===== src/rtl/uart_rf_pkg.sv =====
package uart_rf_pkg;
  localparam int unsigned WORD_W = 10;
  typedef logic [WORD_W-1:0] word_t;

  localparam word_t W_DATA  = 10'd0;
  localparam word_t W_FLAG  = 10'd6;
  localparam word_t W_MASK  = 10'd14;
  localparam word_t W_RAW   = 10'd15;
  localparam word_t W_MSKD  = 10'd16;
  localparam word_t W_CLR   = 10'd17;

  // flag bit positions
  localparam int unsigned FLAG_TXE = 7;
  localparam int unsigned FLAG_RXF = 6;
  localparam int unsigned FLAG_TXF = 5;
  localparam int unsigned FLAG_RXE = 4;

  // interrupt group: register bit INT_LSB + index
  localparam int unsigned N_INT   = 2;
  localparam int unsigned INT_LSB = 4;
  localparam int unsigned IRQ_RX  = 0;
  localparam int unsigned IRQ_TX  = 1;

  localparam int unsigned LINE_QEN = 4;

  localparam int unsigned N_HOLD = 6;
  localparam int unsigned H_LINE = 3;
  localparam word_t       HOLD_WORD [N_HOLD] = '{10'd8, 10'd9, 10'd10, 10'd11, 10'd12, 10'd13};
  localparam logic [31:0] HOLD_RST  [N_HOLD] = '{32'h0, 32'h0, 32'h0, 32'h0, 32'h300, 32'h12};
endpackage


===== src/rtl/uart_rf_rxfifo.sv =====
module uart_rf_rxfifo #(
  parameter int unsigned DEPTH = 16,
  parameter int unsigned DW    = 8,
  localparam int unsigned CNT_W = $clog2(DEPTH + 1),
  localparam int unsigned PTR_W = (DEPTH > 1) ? $clog2(DEPTH) : 1
) (
  input  logic             clk_i,
  input  logic             rst_ni,
  input  logic             push_i,
  input  logic [DW-1:0]    data_i,
  input  logic             pop_i,
  input  logic [CNT_W-1:0] limit_i,
  output logic             ready_o,
  output logic             pushed_o,
  output logic             popped_o,
  output logic [DW-1:0]    head_o,
  output logic [CNT_W-1:0] count_o
);
  logic [DW-1:0]    mem [DEPTH];
  logic [PTR_W-1:0] wr_ptr, rd_ptr;
  logic [CNT_W-1:0] cnt;

  function automatic logic [PTR_W-1:0] step(input logic [PTR_W-1:0] p);
    return (p == PTR_W'(DEPTH - 1)) ? '0 : p + 1'b1;
  endfunction

  assign ready_o  = cnt < limit_i;
  assign pushed_o = push_i & ready_o;
  assign popped_o = pop_i & (cnt != '0);
  assign head_o   = mem[rd_ptr];
  assign count_o  = cnt;

  always_ff @(posedge clk_i) begin
    if (pushed_o) mem[wr_ptr] <= data_i;
  end

  always_ff @(posedge clk_i or negedge rst_ni) begin
    if (!rst_ni) begin
      wr_ptr <= '0;
      rd_ptr <= '0;
      cnt    <= '0;
    end else begin
      if (pushed_o) wr_ptr <= step(wr_ptr);
      if (popped_o) rd_ptr <= step(rd_ptr);
      case ({pushed_o, popped_o})
        2'b10:   cnt <= cnt + 1'b1;
        2'b01:   cnt <= cnt - 1'b1;
        default: cnt <= cnt;
      endcase
    end
  end
endmodule


===== src/rtl/uart_rf_irq.sv =====
module uart_rf_irq
  import uart_rf_pkg::*;
(
  input  logic             clk_i,
  input  logic             rst_ni,
  input  logic [N_INT-1:0] set_i,
  input  logic [N_INT-1:0] clr_i,
  input  logic             mask_we_i,
  input  logic [N_INT-1:0] mask_d_i,
  output logic [N_INT-1:0] raw_o,
  output logic [N_INT-1:0] mask_o,
  output logic             irq_o
);
  logic [N_INT-1:0] raw_q, mask_q;
  logic             irq_q;

  // set has priority over a same-cycle clear
  for (genvar i = 0; i < N_INT; i++) begin : g_src
    always_ff @(posedge clk_i or negedge rst_ni) begin
      if (!rst_ni)        raw_q[i] <= 1'b0;
      else if (set_i[i])  raw_q[i] <= 1'b1;
      else if (clr_i[i])  raw_q[i] <= 1'b0;
    end
  end

  always_ff @(posedge clk_i or negedge rst_ni) begin
    if (!rst_ni) begin
      mask_q <= '0;
      irq_q  <= 1'b0;
    end else begin
      if (mask_we_i) mask_q <= mask_d_i;
      irq_q <= |(raw_q & mask_q);
    end
  end

  assign raw_o  = raw_q;
  assign mask_o = mask_q;
  assign irq_o  = irq_q;
endmodule


===== src/rtl/uart_regfront.sv =====
module uart_regfront
  import uart_rf_pkg::*;
#(
  parameter int unsigned DEPTH    = 16,
  parameter int unsigned RX_TRIG  = 1,
  parameter logic [63:0] ID_VALUE = 64'h5AC3_002E_9147_0618,
  localparam int unsigned CNT_W   = $clog2(DEPTH + 1)
) (
  input  logic        clk_i,
  input  logic        rst_ni,
  input  logic        req_i,
  input  logic        we_i,
  input  logic [9:0]  waddr_i,
  input  logic [31:0] wdata_i,
  output logic [31:0] rdata_o,
  input  logic        rx_valid_i,
  input  logic [7:0]  rx_data_i,
  output logic        rx_ready_o,
  output logic        tx_valid_o,
  output logic [7:0]  tx_data_o,
  output logic        irq_o
);
  logic wr, rd;
  assign wr = req_i & we_i;
  assign rd = req_i & ~we_i;

  logic [31:0] hold_q [N_HOLD];
  for (genvar g = 0; g < N_HOLD; g++) begin : g_hold
    always_ff @(posedge clk_i or negedge rst_ni) begin
      if (!rst_ni)                              hold_q[g] <= HOLD_RST[g];
      else if (wr && waddr_i == HOLD_WORD[g])   hold_q[g] <= wdata_i;
    end
  end

  // receive queue
  logic             fifo_pop, fifo_push_ok, fifo_pop_ok;
  logic [7:0]       fifo_head;
  logic [CNT_W-1:0] rx_cnt, rx_limit;

  assign fifo_pop = rd && waddr_i == W_DATA;
  assign rx_limit = hold_q[H_LINE][LINE_QEN] ? CNT_W'(DEPTH) : CNT_W'(1);

  uart_rf_rxfifo #(.DEPTH(DEPTH), .DW(8)) u_rxq (
    .clk_i    (clk_i),
    .rst_ni   (rst_ni),
    .push_i   (rx_valid_i),
    .data_i   (rx_data_i),
    .pop_i    (fifo_pop),
    .limit_i  (rx_limit),
    .ready_o  (rx_ready_o),
    .pushed_o (fifo_push_ok),
    .popped_o (fifo_pop_ok),
    .head_o   (fifo_head),
    .count_o  (rx_cnt)
  );

  // interrupt events
  logic             rx_set, rx_hw_clr, tx_set, sw_clr;
  logic [N_INT-1:0] int_set, int_clr, int_raw, int_mask;

  assign rx_set    = fifo_push_ok & ~fifo_pop_ok & (rx_cnt == CNT_W'(RX_TRIG - 1));
  assign rx_hw_clr = fifo_pop_ok & ~fifo_push_ok & (rx_cnt == CNT_W'(RX_TRIG));
  assign tx_set    = wr && waddr_i == W_DATA;
  assign sw_clr    = wr && waddr_i == W_CLR;

  always_comb begin
    int_set = '0;
    int_set[IRQ_RX] = rx_set;
    int_set[IRQ_TX] = tx_set;
    int_clr = sw_clr ? wdata_i[INT_LSB +: N_INT] : '0;
    int_clr[IRQ_RX] = int_clr[IRQ_RX] | rx_hw_clr;
  end

  uart_rf_irq u_irq (
    .clk_i     (clk_i),
    .rst_ni    (rst_ni),
    .set_i     (int_set),
    .clr_i     (int_clr),
    .mask_we_i (wr && waddr_i == W_MASK),
    .mask_d_i  (wdata_i[INT_LSB +: N_INT]),
    .raw_o     (int_raw),
    .mask_o    (int_mask),
    .irq_o     (irq_o)
  );

  // transmit strobe
  always_ff @(posedge clk_i or negedge rst_ni) begin
    if (!rst_ni) begin
      tx_valid_o <= 1'b0;
      tx_data_o  <= '0;
    end else begin
      tx_valid_o <= tx_set;
      if (tx_set) tx_data_o <= wdata_i[7:0];
    end
  end

  // read mux
  logic [7:0] flags;
  always_comb begin
    flags = '0;
    flags[FLAG_TXE] = 1'b1;
    flags[FLAG_RXF] = rx_cnt == CNT_W'(DEPTH);
    flags[FLAG_TXF] = 1'b0;
    flags[FLAG_RXE] = rx_cnt == '0;
  end

  logic       id_sel;
  logic [2:0] id_idx;
  assign id_sel = &waddr_i[9:3];
  assign id_idx = waddr_i[2:0];

  always_comb begin
    rdata_o = '0;
    if (id_sel) begin
      rdata_o[7:0] = ID_VALUE[8*id_idx +: 8];
    end else begin
      case (waddr_i)
        W_DATA: rdata_o[7:0] = fifo_head;
        W_FLAG: rdata_o[7:0] = flags;
        W_MASK: rdata_o[INT_LSB +: N_INT] = int_mask;
        W_RAW:  rdata_o[INT_LSB +: N_INT] = int_raw;
        W_MSKD: rdata_o[INT_LSB +: N_INT] = int_raw & int_mask;
        default: begin
          for (int g = 0; g < N_HOLD; g++)
            if (waddr_i == HOLD_WORD[g]) rdata_o = hold_q[g];
        end
      endcase
    end
  end
endmodule


===== config.mk =====
export PLATFORM = sky130hd
export DESIGN_NAME = uart_regfront
export DESIGN_NICKNAME = d
export VERILOG_FILES = /design/src/rtl/uart_rf_pkg.sv /design/src/rtl/uart_rf_rxfifo.sv /design/src/rtl/uart_rf_irq.sv /design/src/rtl/uart_regfront.sv
export SDC_FILE = /design/constraint.sdc
export NUM_CORES = 1
export LEC_CHECK = 0
export BUFFER_PORTS_ARGS = -buffer_cell sky130_fd_sc_hd__clkbuf_2
export CAP_MARGIN = 0
export CORE_ASPECT_RATIO = 1.1
export CORE_UTILIZATION = 40
export DETAILED_ROUTE_END_ITERATION = 10
export PLACE_DENSITY = 0.6
export SLEW_MARGIN = 5
export SYNTH_ARGS = -nofsm -noshare
export SYNTH_HDL_FRONTEND = slang
export SYNTH_SLANG_ARGS = --single-unit

===== constraint.sdc =====
create_clock -name clk_i -period 3.2 [get_ports clk_i]
set_input_delay 0.8 -clock clk_i [delete_from_list [all_inputs] [get_ports clk_i]]
set_output_delay 0.8 -clock clk_i [all_outputs]
set_load 0.01 [all_outputs]

[Word level (Yosys, flattened, before mapping)]
Memory sizes are Yosys's and may differ from the RTL's.
Index checks and enable logic that the tools add are counted.
Word-level totals
  flip-flop bits (word level): 219
  RAM bits: 128
  bits of input ports: 55
  word-level logic and storage cells: 96
  memories: 1
Memory list
  u_rxq.mem: words 16, width 8, read ports 1, clocked after memory_dff 0, wr ports 1, line uart_rf_rxfifo.sv:19  | logic [DW-1:0] mem [DEPTH];
Cells by class
  add/sub/neg operators: 4
  $lt $le $gt $ge: 1
  equality and inequality tests: 17
  shift operators: 1
  multiplexer cells: 23
  bitwise logic cells: 13
  reductions and logical operators: 21
Operators by type and width (number)
  $mux W32: 6
  $eq A10 B4 Y1 const B: 8
  $shiftx A64 B7 Y8 const A: 1
  $mux W24: 2
  $eq A10 B5 Y1 const B: 2
  $eq A10 B3 Y1 const B: 1
  $logic_and A1 B1 Y1: 10
  $logic_not A10 Y1: 1
  $pmux W2 S5: 1
  $pmux W5 S2: 1
  $add A4 B1 Y4 const B: 2
  $and A1 B1 Y1: 8
  $eq A4 B4 Y1 const B: 2
  $mux W4: 2
  $mux W8: 1
  $pmux W4 S2: 1
  $reduce_and A7 Y1: 1
  $mux W1: 6
  $pmux W2 S3: 1
  $reduce_bool A2 Y1: 3
  $add A5 B1 Y5 const B: 1
  $eq A5 B1 Y1 const B: 1
  $eq A5 B5 Y1 const B: 1
  $logic_not A5 Y1: 1
  other kinds (14): 16

[Logic depth before layout (Yosys ltp)]
  depth after elaboration: 9
  depth in mapped cells: 12
  depth with buffers taken out: 10

[Cells and area by module]
Synthesis repeated with hierarchy kept, for this count alone.
Second synthesis, totals
  cells, all modules: 1120
  area, all modules: 16205.5 µm²
Modules (own cells, without submodules)
  uart_regfront: times used 1, cells an instance 762, area an instance 10028.4 µm²
  uart_rf_rxfifo: times used 1, cells an instance 346, area an instance 5990.7 µm²
  uart_rf_irq: times used 1, cells an instance 12, area an instance 186.4 µm²

[Worst setup path before layout]
Ideal clock, no wire load.
  kind: input to output
  start point: input waddr_i[0]
  end point: output rdata_o[22]
  arrival time: 2.515 ns
  required time: 2.400 ns
  slack: -0.115 ns
  stages on the path: 8
  buffers on the path: 2
  cell sequence: inv_1 -> ha_1 -> clkbuf_1 -> or2_2 -> a2111oi_2 -> clkbuf_1 -> o21ai_0 -> a21oi_1
On the way
  cells in the longest elaborated chain, start to end: 9
  elaborated cells on any way between the ends: 20
  classes of those cells: 10 x eq/ne; 8 x mux; 2 x reduce/logical
Ends and longest elaborated chain
  start: declaration: line uart_regfront.sv:13  | input logic [9:0] waddr_i,
  $eq A10 B4 Y1: line uart_regfront.sv:125  | if (waddr_i == HOLD_WORD[g]) rdata_o = hold_q[g];
  $mux W32 (6 in a row): line uart_regfront.sv:125
  $mux W24 (*): line uart_regfront.sv:117  | case (waddr_i)
  $mux W24 (*): line uart_regfront.sv:114  | if (id_sel) begin
  end: declaration: line uart_regfront.sv:15  | output logic [31:0] rdata_o,
Every way passes the cells marked *; elsewhere a longest branch is shown, timed or not.

[Worst setup path in the final report]
  start point: input waddr_i[7]
  end point: output rdata_o[12]
On the way
  cells in the longest elaborated chain, start to end: 9
  elaborated cells on any way between the ends: 21
  classes of those cells: 10 x eq/ne; 8 x mux; 3 x reduce/logical
Ends and longest elaborated chain (line)
  $eq A10 B4 Y1: uart_regfront.sv:125
  $mux W32 (6 in a row): uart_regfront.sv:125
  $mux W24: uart_regfront.sv:117
  $mux W24 (*): uart_regfront.sv:114
Marks and branches as above.

==> impl_metrics.toml <==
[outcome]
outcome = "finished with violations"
violations = "negative setup slack"

[final_layout]
layout_commonest_cell = "dfrtp_1"
fin_cells = 1899
nFillCells = 3424
final_cell_mix = "dfrtp_1 (213), mux2_2 (168), edfxtp_1 (128), buf_4 (90), clkbuf_2 (81)"
drive_gt1_share_pct = 41.67
n_antenna_cell = 0
area_delta_synth_final_pct = 24.30
layout.nets = 1432

[global_route]
grt_pass1_wl_um = 64830
track_usage_pct = 21.03
grt_pass1_vias = 11276
grt_overflow = 0
grt_max_degree = 87
antenna_found_initial = 0

[route]
wirelength_um = 41880
first_iter_violations = 627
ant_nets = 0
wl_per_cell_um = 22.05
num_vias = 10669
vias_per_cell = 5.618
drt-pass1-iter-count = 5
drc_errors = 0

[critical_path]
path_class = "in -> out"
critPathLaunchType = "input pin"
reg2reg_to = "u_rxq.mem[5][1]"
end_kind = "output pin"
cp_max_fo = 8
arrival_ns = 2.69
rrSetupSlack_ns = 0.53
crit_required_ns = 2.40
reg2reg_from = "u_rxq.count_o[3]"
reg2reg_depth = 6

[floorplan]
die_area_um2 = 40600
die_y_um = 211.2
die_x_um = 192.2
coreArea_um2 = 39180
fp-row-count = 76
pin_count = 98
initial_core_util_pct = 40.63

[placement]
place.gp.congestion = 0.8482
placed_cells = 1817
portBuffers = 97
dpl.hpwl_um = 27880

[sta]
setup_ws_ns = -0.2915
drv_slew = 0
rsz0062_at_grt = "true"
worst_pin_slew_ns = 0.6820
fmax_mhz = 286.4
finalSetupViolCount = 32
maxSlewHeadroom_pct = 54.53
hold_viol = 0
fin_crit_sh_pct = 109.1
period_minus_slack_ns = 3.491
finalClockSkew_ns = 0.01824
fin_hold_ws_ns = 0.2403

[pwr]
p_per_area_nw_per_um2 = 516.6
p_leak_nw = 8.527
power.share.switching_pct = 24.31
power_mw = 10.22
comb_power_share_pct = 8.8
p_clk_share_pct = 43.3
ir_drop_v = 0.0004920
intPower_mw = 7.736
p_seq_share_pct = 47.9
switchingPower_mw = 2.485

[synth]
ys_types = 69
synth_fp_nets = 1260
async_flop_share_pct = 63.11
synth_area_um2 = 15920
syn_inst = 1190
synth_flop_cell = "dfrtp_1"
synth_edf_count = 128
yosys_warnings = 0
yosysSeqAreaShare_pct = 58.61
synth-seq-cells = 347
syn_avg_cell_area_um2 = 13.38

[clock_network]
cts_buffer_depth = 3
cts.sinks = 347
cts-htree-levels = 2
insertion_delay_ns = 0.54
root_buffer = "clkbuf_16"
cts_buffers = 38
path_clk_slew_ns = 0.06
cts_hold_buffers = 0
cts_tree = "built"

[min_path]
hold_class = "in -> async"

[flow_run]
drv_cap = 0
-- through the flow --
step                area (um2)  utilization (%)  setup WS (ns)  TNS (ns)
finish                   19790            50.50        -0.2915    -7.490
global route             19790            50.50        -0.2938    -8.135
CTS                      19500            49.78        -0.2339    -6.502
detailed placement       17780            45.38        -0.3836    -10.33
global placement         17780            45.38        -0.3766    -9.812
floorplan                15970                -       0.007917         0
-- registers in the layout, indices dropped and copies added, names as in the netlist --
signal / cells
u_rxq.mem: 128
u_irq.mask_o: 2
tx_valid_o: 1
hold_q: 192
tx_data_o: 8
u_rxq.wr_ptr: 4
u_rxq.rd_ptr: 4
u_irq.raw_o: 2
u_irq.irq_o: 1
u_rxq.count_o: 5
-- power groups by stage --
stage	Sequential, mW	Clock (mW)	Combinational [mW]
6_report	4.89	4.43	0.899
5_1_grt	4.91	4.71	0.993
4_1_cts	4.89	4.54	0.889
3_5_place_dp	4.98	0	0.852
3_3_place_gp	4.97	0	0.840
2_1_floorplan	4.90	0	0.482
-- layout make-up --
class	instances	area [um2]	area share [%]
flip-flops and latches	347	9331	47.16
repair buffers	224	1903	9.619
multi-input cells	727	6564	33.18
well taps	507	634.4	3.206
clock inverters	15	166.4	0.8411
clock buffers	55	1096	5.540
inverters	24	90.09	0.4553
-- cell usage after synthesis (11+ instances only) --
cell | count | share of area, %
a22oi_1 | 21 | 0.99
clkbuf_1 | 60 | 1.4
o21ai_0 | 48 | 1.5
nor2_1 | 25 | 0.59
buf_1 | 12 | 0.28
and3_1 | 11 | 0.43
a211oi_1 | 24 | 1.1
nor2b_1 | 14 | 0.55
a21oi_1 | 80 | 2.5
dfrtp_1 | 215 | 34
ha_1 | 15 | 1.2
mux4_2 | 29 | 4.1
edfxtp_1 | 128 | 24
nand3_1 | 33 | 1.0
mux2_1 | 36 | 2.5
nand2_1 | 69 | 1.6
mux2_2 | 168 | 12
inv_1 | 23 | 0.54
buf_2 | 11 | 0.35
nand3b_1 | 19 | 0.90
-- kinds of logic (layout without fill, tap and decap cells) --
kind of cell               after synthesis  after routing  synth area share [%]
DFF                                    347            347                 58.61
AOI/OAI and AO/OA                      244            244                 10.08
adders and majority gates               15             15                 1.179
xor gates and xnor gates                 7              7                0.3852
buffers and inverters                  117            318                 3.317
muxes                                  240            240                 18.98
and+or+nand+nor                        220            221                 7.452
-- critical path: stages --
cell     delay, ns
buf_6         0.09
or4_4         0.59
or4_4         0.59
buf_12        0.21
o221a_4       0.28
buf_6         0.12
-- layer usage --
metal  wire, um  global-route usage, %  up-vias  part of all wire [%]
met1      17680                  26.98     5471                    42
li1           -                      -     4852                     -
met3       1897                  3.024       82                   4.5
met2      21210                  36.45      264                    51
met4       1087                  6.571        0                   2.6
met5          0                      0        -                     0
-- worst max path at each step --
stage | from | to | slack (ns) | depth (start not counted)
6_report | waddr_i[7] | rdata_o[12] | -0.29 | 6
5_1_grt | waddr_i[7] | rdata_o[12] | -0.29 | 6
4_1_cts | waddr_i[5] | rdata_o[21] | -0.23 | 6
3_5_place_dp | waddr_i[5] | rdata_o[29] | -0.38 | 6
3_3_place_gp | waddr_i[5] | rdata_o[29] | -0.38 | 6
2_1_floorplan | waddr_i[1] | rdata_o[18] | 0.008 | 9
-- timing repair --
item                       CTS  global route
gates cloned                 3             1
setup endpoints to repair   32            32
setup buffers                7             2
resized for setup           75            81
pin swaps                   15            12
Note: power is estimated with default switching activity, not from simulation.
